[src/rtl/i2c_rxb_pkg.sv]
package i2c_rxb_pkg;
  function automatic int cnt_bits(input int depth);
    return $clog2(depth + 1);
  endfunction
endpackage

[src/rtl/rxb_store.sv]
module rxb_store
  import i2c_rxb_pkg::*;
#(
  parameter int DEPTH = 8,
  parameter int DW    = 8,
  localparam int AW   = (DEPTH > 1) ? $clog2(DEPTH) : 1,
  localparam int CNTW = cnt_bits(DEPTH)
) (
  input  logic            clk,
  input  logic            rst_n,
  input  logic            clr,
  input  logic            push,
  input  logic            pop,
  input  logic [DW-1:0]   wdata,
  output logic [DW-1:0]   rdata,
  output logic [CNTW-1:0] count
);
  localparam logic [AW-1:0]   LAST = AW'(DEPTH - 1);
  localparam logic [CNTW-1:0] ONE  = CNTW'(1);

  logic [DW-1:0]   mem [DEPTH];
  logic [AW-1:0]   wr_ptr, wr_ptr_n;
  logic [AW-1:0]   rd_ptr, rd_ptr_n;
  logic [CNTW-1:0] count_n;

  always_comb begin
    wr_ptr_n = wr_ptr;
    rd_ptr_n = rd_ptr;
    count_n  = count;
    if (clr) begin
      wr_ptr_n = '0;
      rd_ptr_n = '0;
      count_n  = '0;
    end else begin
      if (push) wr_ptr_n = (wr_ptr == LAST) ? '0 : wr_ptr + 1'b1;
      if (pop)  rd_ptr_n = (rd_ptr == LAST) ? '0 : rd_ptr + 1'b1;
      case ({push, pop})
        2'b10:   count_n = count + ONE;
        2'b01:   count_n = count - ONE;
        default: count_n = count;
      endcase
    end
  end

  always_ff @(posedge clk or negedge rst_n) begin
    if (!rst_n) begin
      wr_ptr <= '0;
      rd_ptr <= '0;
      count  <= '0;
    end else begin
      wr_ptr <= wr_ptr_n;
      rd_ptr <= rd_ptr_n;
      count  <= count_n;
    end
  end

  always_ff @(posedge clk) begin
    if (push && !clr) mem[wr_ptr] <= wdata;
  end

  assign rdata = mem[rd_ptr];
endmodule

[src/rtl/rxb_len_ctr.sv]
module rxb_len_ctr #(
  parameter int LENW = 8
) (
  input  logic            clk,
  input  logic            rst_n,
  input  logic            start,
  input  logic            tick,
  input  logic [LENW-1:0] len,
  output logic            done
);
  localparam int CW = LENW + 1;

  logic [CW-1:0] cnt, cnt_n;
  logic [CW-1:0] target;
  logic          reached, reached_n;
  logic          done_n;

  assign target = (len == '0) ? CW'(2 ** LENW) : {1'b0, len};

  always_comb begin
    cnt_n     = cnt;
    reached_n = reached;
    done_n    = 1'b0;
    if (start) begin
      cnt_n     = '0;
      reached_n = 1'b0;
    end else if (tick && !reached) begin
      cnt_n = cnt + 1'b1;
      if (cnt + 1'b1 == target) begin
        reached_n = 1'b1;
        done_n    = 1'b1;
      end
    end
  end

  always_ff @(posedge clk or negedge rst_n) begin
    if (!rst_n) begin
      cnt     <= '0;
      reached <= 1'b0;
      done    <= 1'b0;
    end else begin
      cnt     <= cnt_n;
      reached <= reached_n;
      done    <= done_n;
    end
  end
endmodule

[src/rtl/rxb_status.sv]
module rxb_status
  import i2c_rxb_pkg::*;
#(
  parameter int DEPTH = 8,
  parameter int THW   = 4,
  localparam int CNTW = cnt_bits(DEPTH)
) (
  input  logic            clk,
  input  logic            rst_n,
  input  logic            enable,
  input  logic [CNTW-1:0] count,
  input  logic [THW-1:0]  thresh,
  input  logic            flush_wr,
  output logic            flush_bit,
  input  logic            ovf_event,
  input  logic            ovf_clr,
  output logic            ovf_flag,
  input  logic            dnr_en,
  output logic            addr_ack_ok,
  output logic            thresh_irq
);
  localparam int CW = (THW > CNTW) ? THW : CNTW;

  logic          flush_n, ovf_n;
  logic [CW-1:0] cnt_x, th_x;

  assign cnt_x = CW'(count);
  assign th_x  = CW'(thresh);

  always_comb begin
    flush_n = flush_wr;
    ovf_n   = ovf_flag;
    if (ovf_event)    ovf_n = 1'b1;
    else if (ovf_clr) ovf_n = 1'b0;
  end

  always_ff @(posedge clk or negedge rst_n) begin
    if (!rst_n) begin
      flush_bit <= 1'b0;
      ovf_flag  <= 1'b0;
    end else begin
      flush_bit <= flush_n;
      ovf_flag  <= ovf_n;
    end
  end

  assign thresh_irq  = enable && (cnt_x >= th_x);
  assign addr_ack_ok = !dnr_en || (count == '0);
endmodule

[src/rtl/i2c_rx_buffer.sv]
module i2c_rx_buffer
  import i2c_rxb_pkg::*;
#(
  parameter int DEPTH = 8,
  parameter int DW    = 8,
  parameter int THW   = 4,
  parameter int LENW  = 8,
  localparam int CNTW = cnt_bits(DEPTH)
) (
  input  logic            clk,
  input  logic            rst_n,
  input  logic            enable,
  input  logic            byte_vld,
  input  logic [DW-1:0]   byte_data,
  input  logic            first_bit,
  input  logic            shreg_full,
  input  logic            rd_en,
  output logic [DW-1:0]   rd_data,
  input  logic            flush_wr,
  output logic            flush_bit,
  input  logic [THW-1:0]  thresh,
  input  logic [LENW-1:0] rx_len,
  input  logic            xfer_start,
  input  logic            dnr_en,
  output logic            addr_ack_ok,
  input  logic            ovf_clr,
  output logic            ovf_flag,
  output logic            thresh_irq,
  output logic            done_pulse,
  output logic [CNTW-1:0] count,
  output logic            empty,
  output logic            full
);
  logic live, clr, push_ok, pop_ok, ovf_event;

  assign live      = enable && !flush_bit;
  assign clr       = !live;
  assign empty     = (count == '0);
  assign full      = (count == CNTW'(DEPTH));
  assign pop_ok    = live && rd_en && !empty;
  assign push_ok   = live && byte_vld && (!full || pop_ok);
  assign ovf_event = enable && first_bit && shreg_full && full;

  rxb_store #(.DEPTH(DEPTH), .DW(DW)) u_store (
    .clk   (clk),
    .rst_n (rst_n),
    .clr   (clr),
    .push  (push_ok),
    .pop   (pop_ok),
    .wdata (byte_data),
    .rdata (rd_data),
    .count (count)
  );

  rxb_len_ctr #(.LENW(LENW)) u_len (
    .clk   (clk),
    .rst_n (rst_n),
    .start (xfer_start),
    .tick  (enable && byte_vld),
    .len   (rx_len),
    .done  (done_pulse)
  );

  rxb_status #(.DEPTH(DEPTH), .THW(THW)) u_stat (
    .clk         (clk),
    .rst_n       (rst_n),
    .enable      (enable),
    .count       (count),
    .thresh      (thresh),
    .flush_wr    (flush_wr),
    .flush_bit   (flush_bit),
    .ovf_event   (ovf_event),
    .ovf_clr     (ovf_clr),
    .ovf_flag    (ovf_flag),
    .dnr_en      (dnr_en),
    .addr_ack_ok (addr_ack_ok),
    .thresh_irq  (thresh_irq)
  );
endmodule

[config.mk]
export PLATFORM = sky130hd
export DESIGN_NAME = i2c_rx_buffer
export DESIGN_NICKNAME = d
export VERILOG_FILES = /design/src/rtl/i2c_rxb_pkg.sv /design/src/rtl/rxb_store.sv /design/src/rtl/rxb_len_ctr.sv /design/src/rtl/rxb_status.sv /design/src/rtl/i2c_rx_buffer.sv
export SDC_FILE = /design/constraint.sdc
export NUM_CORES = 1
export LEC_CHECK = 0
export BUFFER_PORTS_ARGS = -buffer_cell sky130_fd_sc_hd__clkbuf_2
export CORE_ASPECT_RATIO = 0.8
export CORE_MARGIN = 2
export CORE_UTILIZATION = 58
export DETAILED_ROUTE_END_ITERATION = 6
export PLACE_DENSITY = 0.86
export SLEW_MARGIN = 10
export SYNTH_ARGS = -nofsm -noshare
export SYNTH_HDL_FRONTEND = slang
export SYNTH_SLANG_ARGS = --single-unit
[constraint.sdc]
create_clock -name clk -period 7.3 [get_ports clk]
set_clock_uncertainty 0.15 [all_clocks]
set_input_delay 1.825 -clock clk [delete_from_list [all_inputs] [get_ports clk]]
set_output_delay 1.825 -clock clk [all_outputs]
set_load 0.03 [all_outputs]
Word-level counts from Yosys, hierarchy flattened

Memories as Yosys holds them, arrays and structs flattened.
Cells that the tools add are included.

Register bits: 23
RAM bits: 64
Output and inout bits: 19
Logic and storage cells: 70
Memories: 1

Memories:

| memory      | depth | width | read ports | clocked after Yosys merged registers in | write ports | line            | RTL |
|---|---|---|---|---|---|---|---|
| u_store.mem | 8     | 8     | 1          | 0                                       | 1           | rxb_store.sv:21 | `logic [DW-1:0] mem [DEPTH];` |

Add/subtract/negate cells: 5
Magnitude comparators: 1
Equal/unequal tests: 9
Mux-type cells: 21
Reductions and logical operators: 25

Operator list:

| operator            | number |
|---|---|
| $mux 9              | 3 |
| $mux 3              | 6 |
| $logic_and 1x1->1   | 12 |
| $mux 1              | 10 |
| $add 9x1->9 const B | 1 |
| $eq 9x9->1          | 1 |
| $logic_not 8->1     | 1 |
| $pmux 4 s2          | 1 |
| $add 3x1->3 const B | 2 |
| $eq 3x3->1 const B  | 2 |
| $reduce_bool 2->1   | 3 |
| $logic_not 1->1     | 5 |
| $add 4x1->4 const B | 1 |
| $eq 4x4->1 const B  | 1 |
| $ge 4x4->1          | 1 |
| $logic_not 4->1     | 1 |
| $mux 4              | 1 |
| $ne 2x1->1 const B  | 2 |
| $sub 4x1->4 const B | 1 |
| $ne 3x1->1 const B  | 1 |
| $eq 2x1->1 const B  | 1 |
| $eq 2x2->1 const B  | 1 |
| $logic_or 1x1->1    | 2 |
| $reduce_and 2->1    | 1 |

Depth between registers and ports, before layout

Depth after elaboration: 9
Mapped depth: 8

Modules after synthesis

From an unflattened synthesis, not the netlist that was laid out.

Cells, all modules: 280
Area, all modules: 4,154.0 µm²

By module, submodules not included:

| module        | instances | cells each | area each (µm²) |
|---|---|---|---|
| rxb_store     | 1         | 168        | 3,150.5 |
| rxb_len_ctr   | 1         | 84         | 755.7 |
| rxb_status    | 1         | 19         | 176.4 |
| i2c_rx_buffer | 1         | 9          | 71.3 |

Worst setup path before layout

Ideal clock, no wire load.

Path kind: input port to output port
Start: input thresh[0]
End: output thresh_irq
Data arrival time: 2.849 ns
Required time: 5.325 ns
Slack: 2.476 ns
Stages on the path: 6
Buffers on the path: 0
Cell sequence: ha_1 -> nand2b_1 -> a21o_1 -> a21o_1 -> a21oi_1 -> nor2b_1

Word-level cells in the longest chain between the ends: 2

RTL lines:

| what              | line                | RTL |
|---|---|---|
| from (decl)       | i2c_rx_buffer.sv:21 | `input logic [THW-1:0] thresh,` |
| $ge 4x4->1        | rxb_status.sv:47    | `assign thresh_irq = enable && (cnt_x >= th_x);` |
| $logic_and 1x1->1 | rxb_status.sv:47    |  |
| to (decl)         | i2c_rx_buffer.sv:28 | `output logic thresh_irq,` |

No other way between the ends.

Final worst setup path

Ends and elaborated chain as after synthesis.

==> metrics.csv <==
stage,metric,value,unit
outcome,status,completed,
logic_synthesis,"Distinct cells, synth",44,
clock_tree,CTS Sinks,87,
logic_synthesis,mapped cell area,4010,um2
logic_synthesis,ranking of synthesized cells by area,"edfxtp_1, dfrtp_1, mux4_2",
power_and_ir_drop,VDD IR max,146,uV
routing,DRC,0,
logic_synthesis,Syn Inst Count,267,
power_and_ir_drop,Int Power,0.721,mW
place,DP Cell Count,396,
clock_tree,clock tree buffer depth,2,
die,# IOs,50,
die,core area,6790,um2
min_path,HP Class,register to register,
worst_setup_path,critical path endpoint category,output pin,
power_and_ir_drop,Seq pwr share,57.9,%
power_and_ir_drop,pwr/cell area,204,nW/um2
sta,Fmax,0.199,GHz
routing,highest routed layer,met4,
logic_synthesis,synth warn,0,
logic_synthesis,Avg Inst Size Synth,15.0,um2
sta,RSZ-0062 raised after global routing,false,
die,Die Height,78.4,um
grt,vias in the first global route,2362,
routing,Antenna Nets Post-Route,0,
flow_run,# Max-Cap Violations,0,
grt,initial antenna violation count,0,
routing,DRT Wirelength,7290,um
finish,final cell count without fillers,412,
clock_tree,CTS Buf Count,9,
routing,DR WL met3,381,um
routing,M1 wire length,2920,um
worst_setup_path,Max stage delay on crit path,280,ps
sta,Final Critical Period,5020,ps
worst_setup_path,crit path cell chain,"clkbuf_2, ha_1, nand2b_1, a21o_1, a21o_1, a21oi_1, nor2b_1, clkbuf_2",
grt,Total GRT Usage,20.6,%
finish,area delta synth->final,13.6,%
die,Initial Util,59.1,%
logic_synthesis,ys async rst share,26.4,%
power_and_ir_drop,clock network power share,35.7,%
sta,"Slew Viols, Final",0,
logic_synthesis,top cell type's share of synthesized area,47.9,%
clock_tree,CTS Hold Bufs,0,
place,port bufs,49,
worst_setup_path,startpoint types,input port,
logic_synthesis,syn nets,310,
logic_synthesis,sequential share of the synthesized area,62.3,%
logic_synthesis,Synth Flop Type,edfxtp_1,
clock_tree,Worst-path clk slew,90,ps
sta,max_slew headroom,28.3,%
power_and_ir_drop,Gate power share,6.5,%
die,Die X,97.0,um
logic_synthesis,Yosys reg bits,87,
grt,pin count of the biggest net entering global routing,24,
sta,final worst-path cycle share,68.7,%
worst_setup_path,Max Fanout on Critical Path,1,
logic_synthesis,number of synthesized flops with an enable pin,64,
sta,Final Setup Violations,0,
sta,Slew @ Worst Pin,1070,ps
power_and_ir_drop,Sw Pwr,0.211,mW
finish,share of layout cells above drive strength 1,30.8,%
die,DIE AREA,7600,um2
finish,ANT cells,0,
worst_setup_path,critical path class,input port to output pin,
sta,Final Hold Viols,0,
worst_setup_path,slowest CP cell,ha_1,
clock_tree,Post-CTS Setup Bufs,0,
grt,total congestion overflow,0,
clock_tree,root buf cell,clkbuf_8,
power_and_ir_drop,switching fraction of total power,22.6,%
worst_setup_path,WP data arrival,3040,ps
sta,hold_ws,359,ps
power_and_ir_drop,static leakage,1.76,nW
routing,via-per-instance ratio,5.71,
clock_tree,Skew-Pair Late Insertion Delay,350,ps
logic_synthesis,"area leader, netlist",edfxtp_1,
routing,WL/cell,17.7,um
finish,Final Net Count,363,
grt,first-pass GRT wire length,11900,um
sta,total negative slack,0,ps
place,DPL Wire Length,5030,um
clock_tree,TritonCTS clock tree,built,
clock_tree,CTS H-tree lvls,3,
routing,met2 wire len,3890,um
routing,DR pass1 iterations,4,
finish,Fillers,450,
die,Rows,27,
clock_tree,PostCTS Resize Cnt,0,
worst_setup_path,Crit path required time,5330,ps
routing,initial drt markers,297,
routing,Via Count,2352,
place,gpl congestion,0.772,
registers in the layout (all words and copies together), names as in the netlist:
| register | count |
|---|---|
| u_store.mem | 64 |
| u_stat.flush_bit | 1 |
| u_len.reached | 1 |
| u_len.done | 1 |
| u_stat.ovf_flag | 1 |
| u_len.cnt | 9 |
| u_store.count | 4 |
| u_store.wr_ptr | 3 |
| u_store.rd_ptr | 3 |
per-stage QoR:
step | instance area, um2 | setup slack, ps | total power [mW] | util, %
2_1_floorplan | 4010 | 2480 | 0.585 | -
3_3_place_gp | 4350 | 2320 | 0.608 | 64.1
3_5_place_dp | 4350 | 2290 | 0.611 | 64.1
4_1_cts | 4560 | 2290 | 0.938 | 67.1
5_1_grt | 4560 | 2160 | 0.961 | 67.1
6_report | 4560 | 2280 | 0.932 | 67.1
cells in the mapped netlist (6+ instances only):
cell / n
or3_1: 6
edfxtp_1: 64
ha_1: 11
nor3_1: 8
dfrtp_1: 23
mux2i_1: 6
xnor2_1: 14
a21oi_1: 8
mux2_2: 8
nand2_1: 9
nor2_1: 21
mux4_2: 16
buf_2: 6
xor2_1: 9
inv_1: 8
layout by cell type, fill, tap and decap left out, types with 2 or more instances in the layout:
master / instances
edfxtp_1: 64
clkinvlp_4: 2
nor2b_1: 3
nand3b_1: 2
a21oi_1: 8
xnor2_1: 14
clkinv_4: 3
mux2_2: 8
nor2_1: 21
inv_1: 8
o211ai_1: 2
or3_1: 6
a21o_1: 2
nor3_1: 8
clkbuf_2: 49
mux2i_1: 6
clkbuf_8: 9
and4_1: 2
mux4_2: 16
ha_1: 11
dfrtp_1: 23
nor4_1: 4
nand3_1: 4
nand2b_1: 5
o21ai_1: 2
nand2_1: 9
buf_4: 5
xor2_1: 9
routing by layer:
metal	vias up	GRT usage (%)
met1	1164	25.7
li1	1115	-
met4	0	7.75
met5	-	0
met2	66	35.3
met3	7	5.08
power groups by stage:
stage                     logic (mW)  clock network [mW]  registers (mW)
after floorplan               0.0353                   0           0.550
after global placement        0.0578                   0           0.550
after detailed placement      0.0604                   0           0.550
after CTS                     0.0606               0.338           0.539
after global routing          0.0667               0.354           0.540
final                         0.0602               0.332           0.539
path summary, 6_finish.rpt:
path	cells after the start	endpoint	slack (ps)	startpoint
worst max-delay path	8	thresh_irq	2280	thresh[0]
worst min-delay path	1	u_len.reached$_DFFE_PN0P_	360	u_len.reached$_DFFE_PN0P_
worst max register to register	8	u_store.count[3]$_DFFE_PN0P_	4540	u_store.count[0]$_DFFE_PN0P_
worst min register to register	1	u_len.reached$_DFFE_PN0P_	360	u_len.reached$_DFFE_PN0P_
max in group asynchronous	1	u_store.rd_ptr[2]$_DFFE_PN0P_	5290	rst_n
min in group asynchronous	1	u_len.cnt[1]$_DFFE_PN0P_	1310	rst_n
area by class of cell:
| cell class | instances | area [um2] | share of cell area, % |
|---|---|---|---|
| flip-flops and latches | 87 | 2500 | 54.8 |
| clock buffers | 9 | 124 | 2.72 |
| repair buffers | 54 | 283 | 6.21 |
| inverters | 8 | 30.0 | 0.659 |
| well taps | 87 | 109 | 2.39 |
| multi-input cells | 160 | 1430 | 31.4 |
| clock inverters | 7 | 82.6 | 1.81 |
critical path: cells and delay by family:
family                     cells  cell delay (ps)
AOI/OAI and AO/OA              3              460
adders and majority gates      1              280
buffers and inverters          2              260
and+or+nand+nor                2              200
kinds of logic (layout without fill, tap and decap cells):
kind of cell / count (synthesis) / after routing / share of synthesized area [%]
flops: 87 / 87 / 62.3
simple gates: 71 / 71 / 9.36
mux: 30 / 30 / 12.7
compound gates: 24 / 24 / 4.65
xor+xnor: 23 / 23 / 5.02
buf+inv: 20 / 78 / 2.06
fa+ha+maj: 12 / 12 / 3.93
No activity file was read; power rests on OpenSTA's default activity.
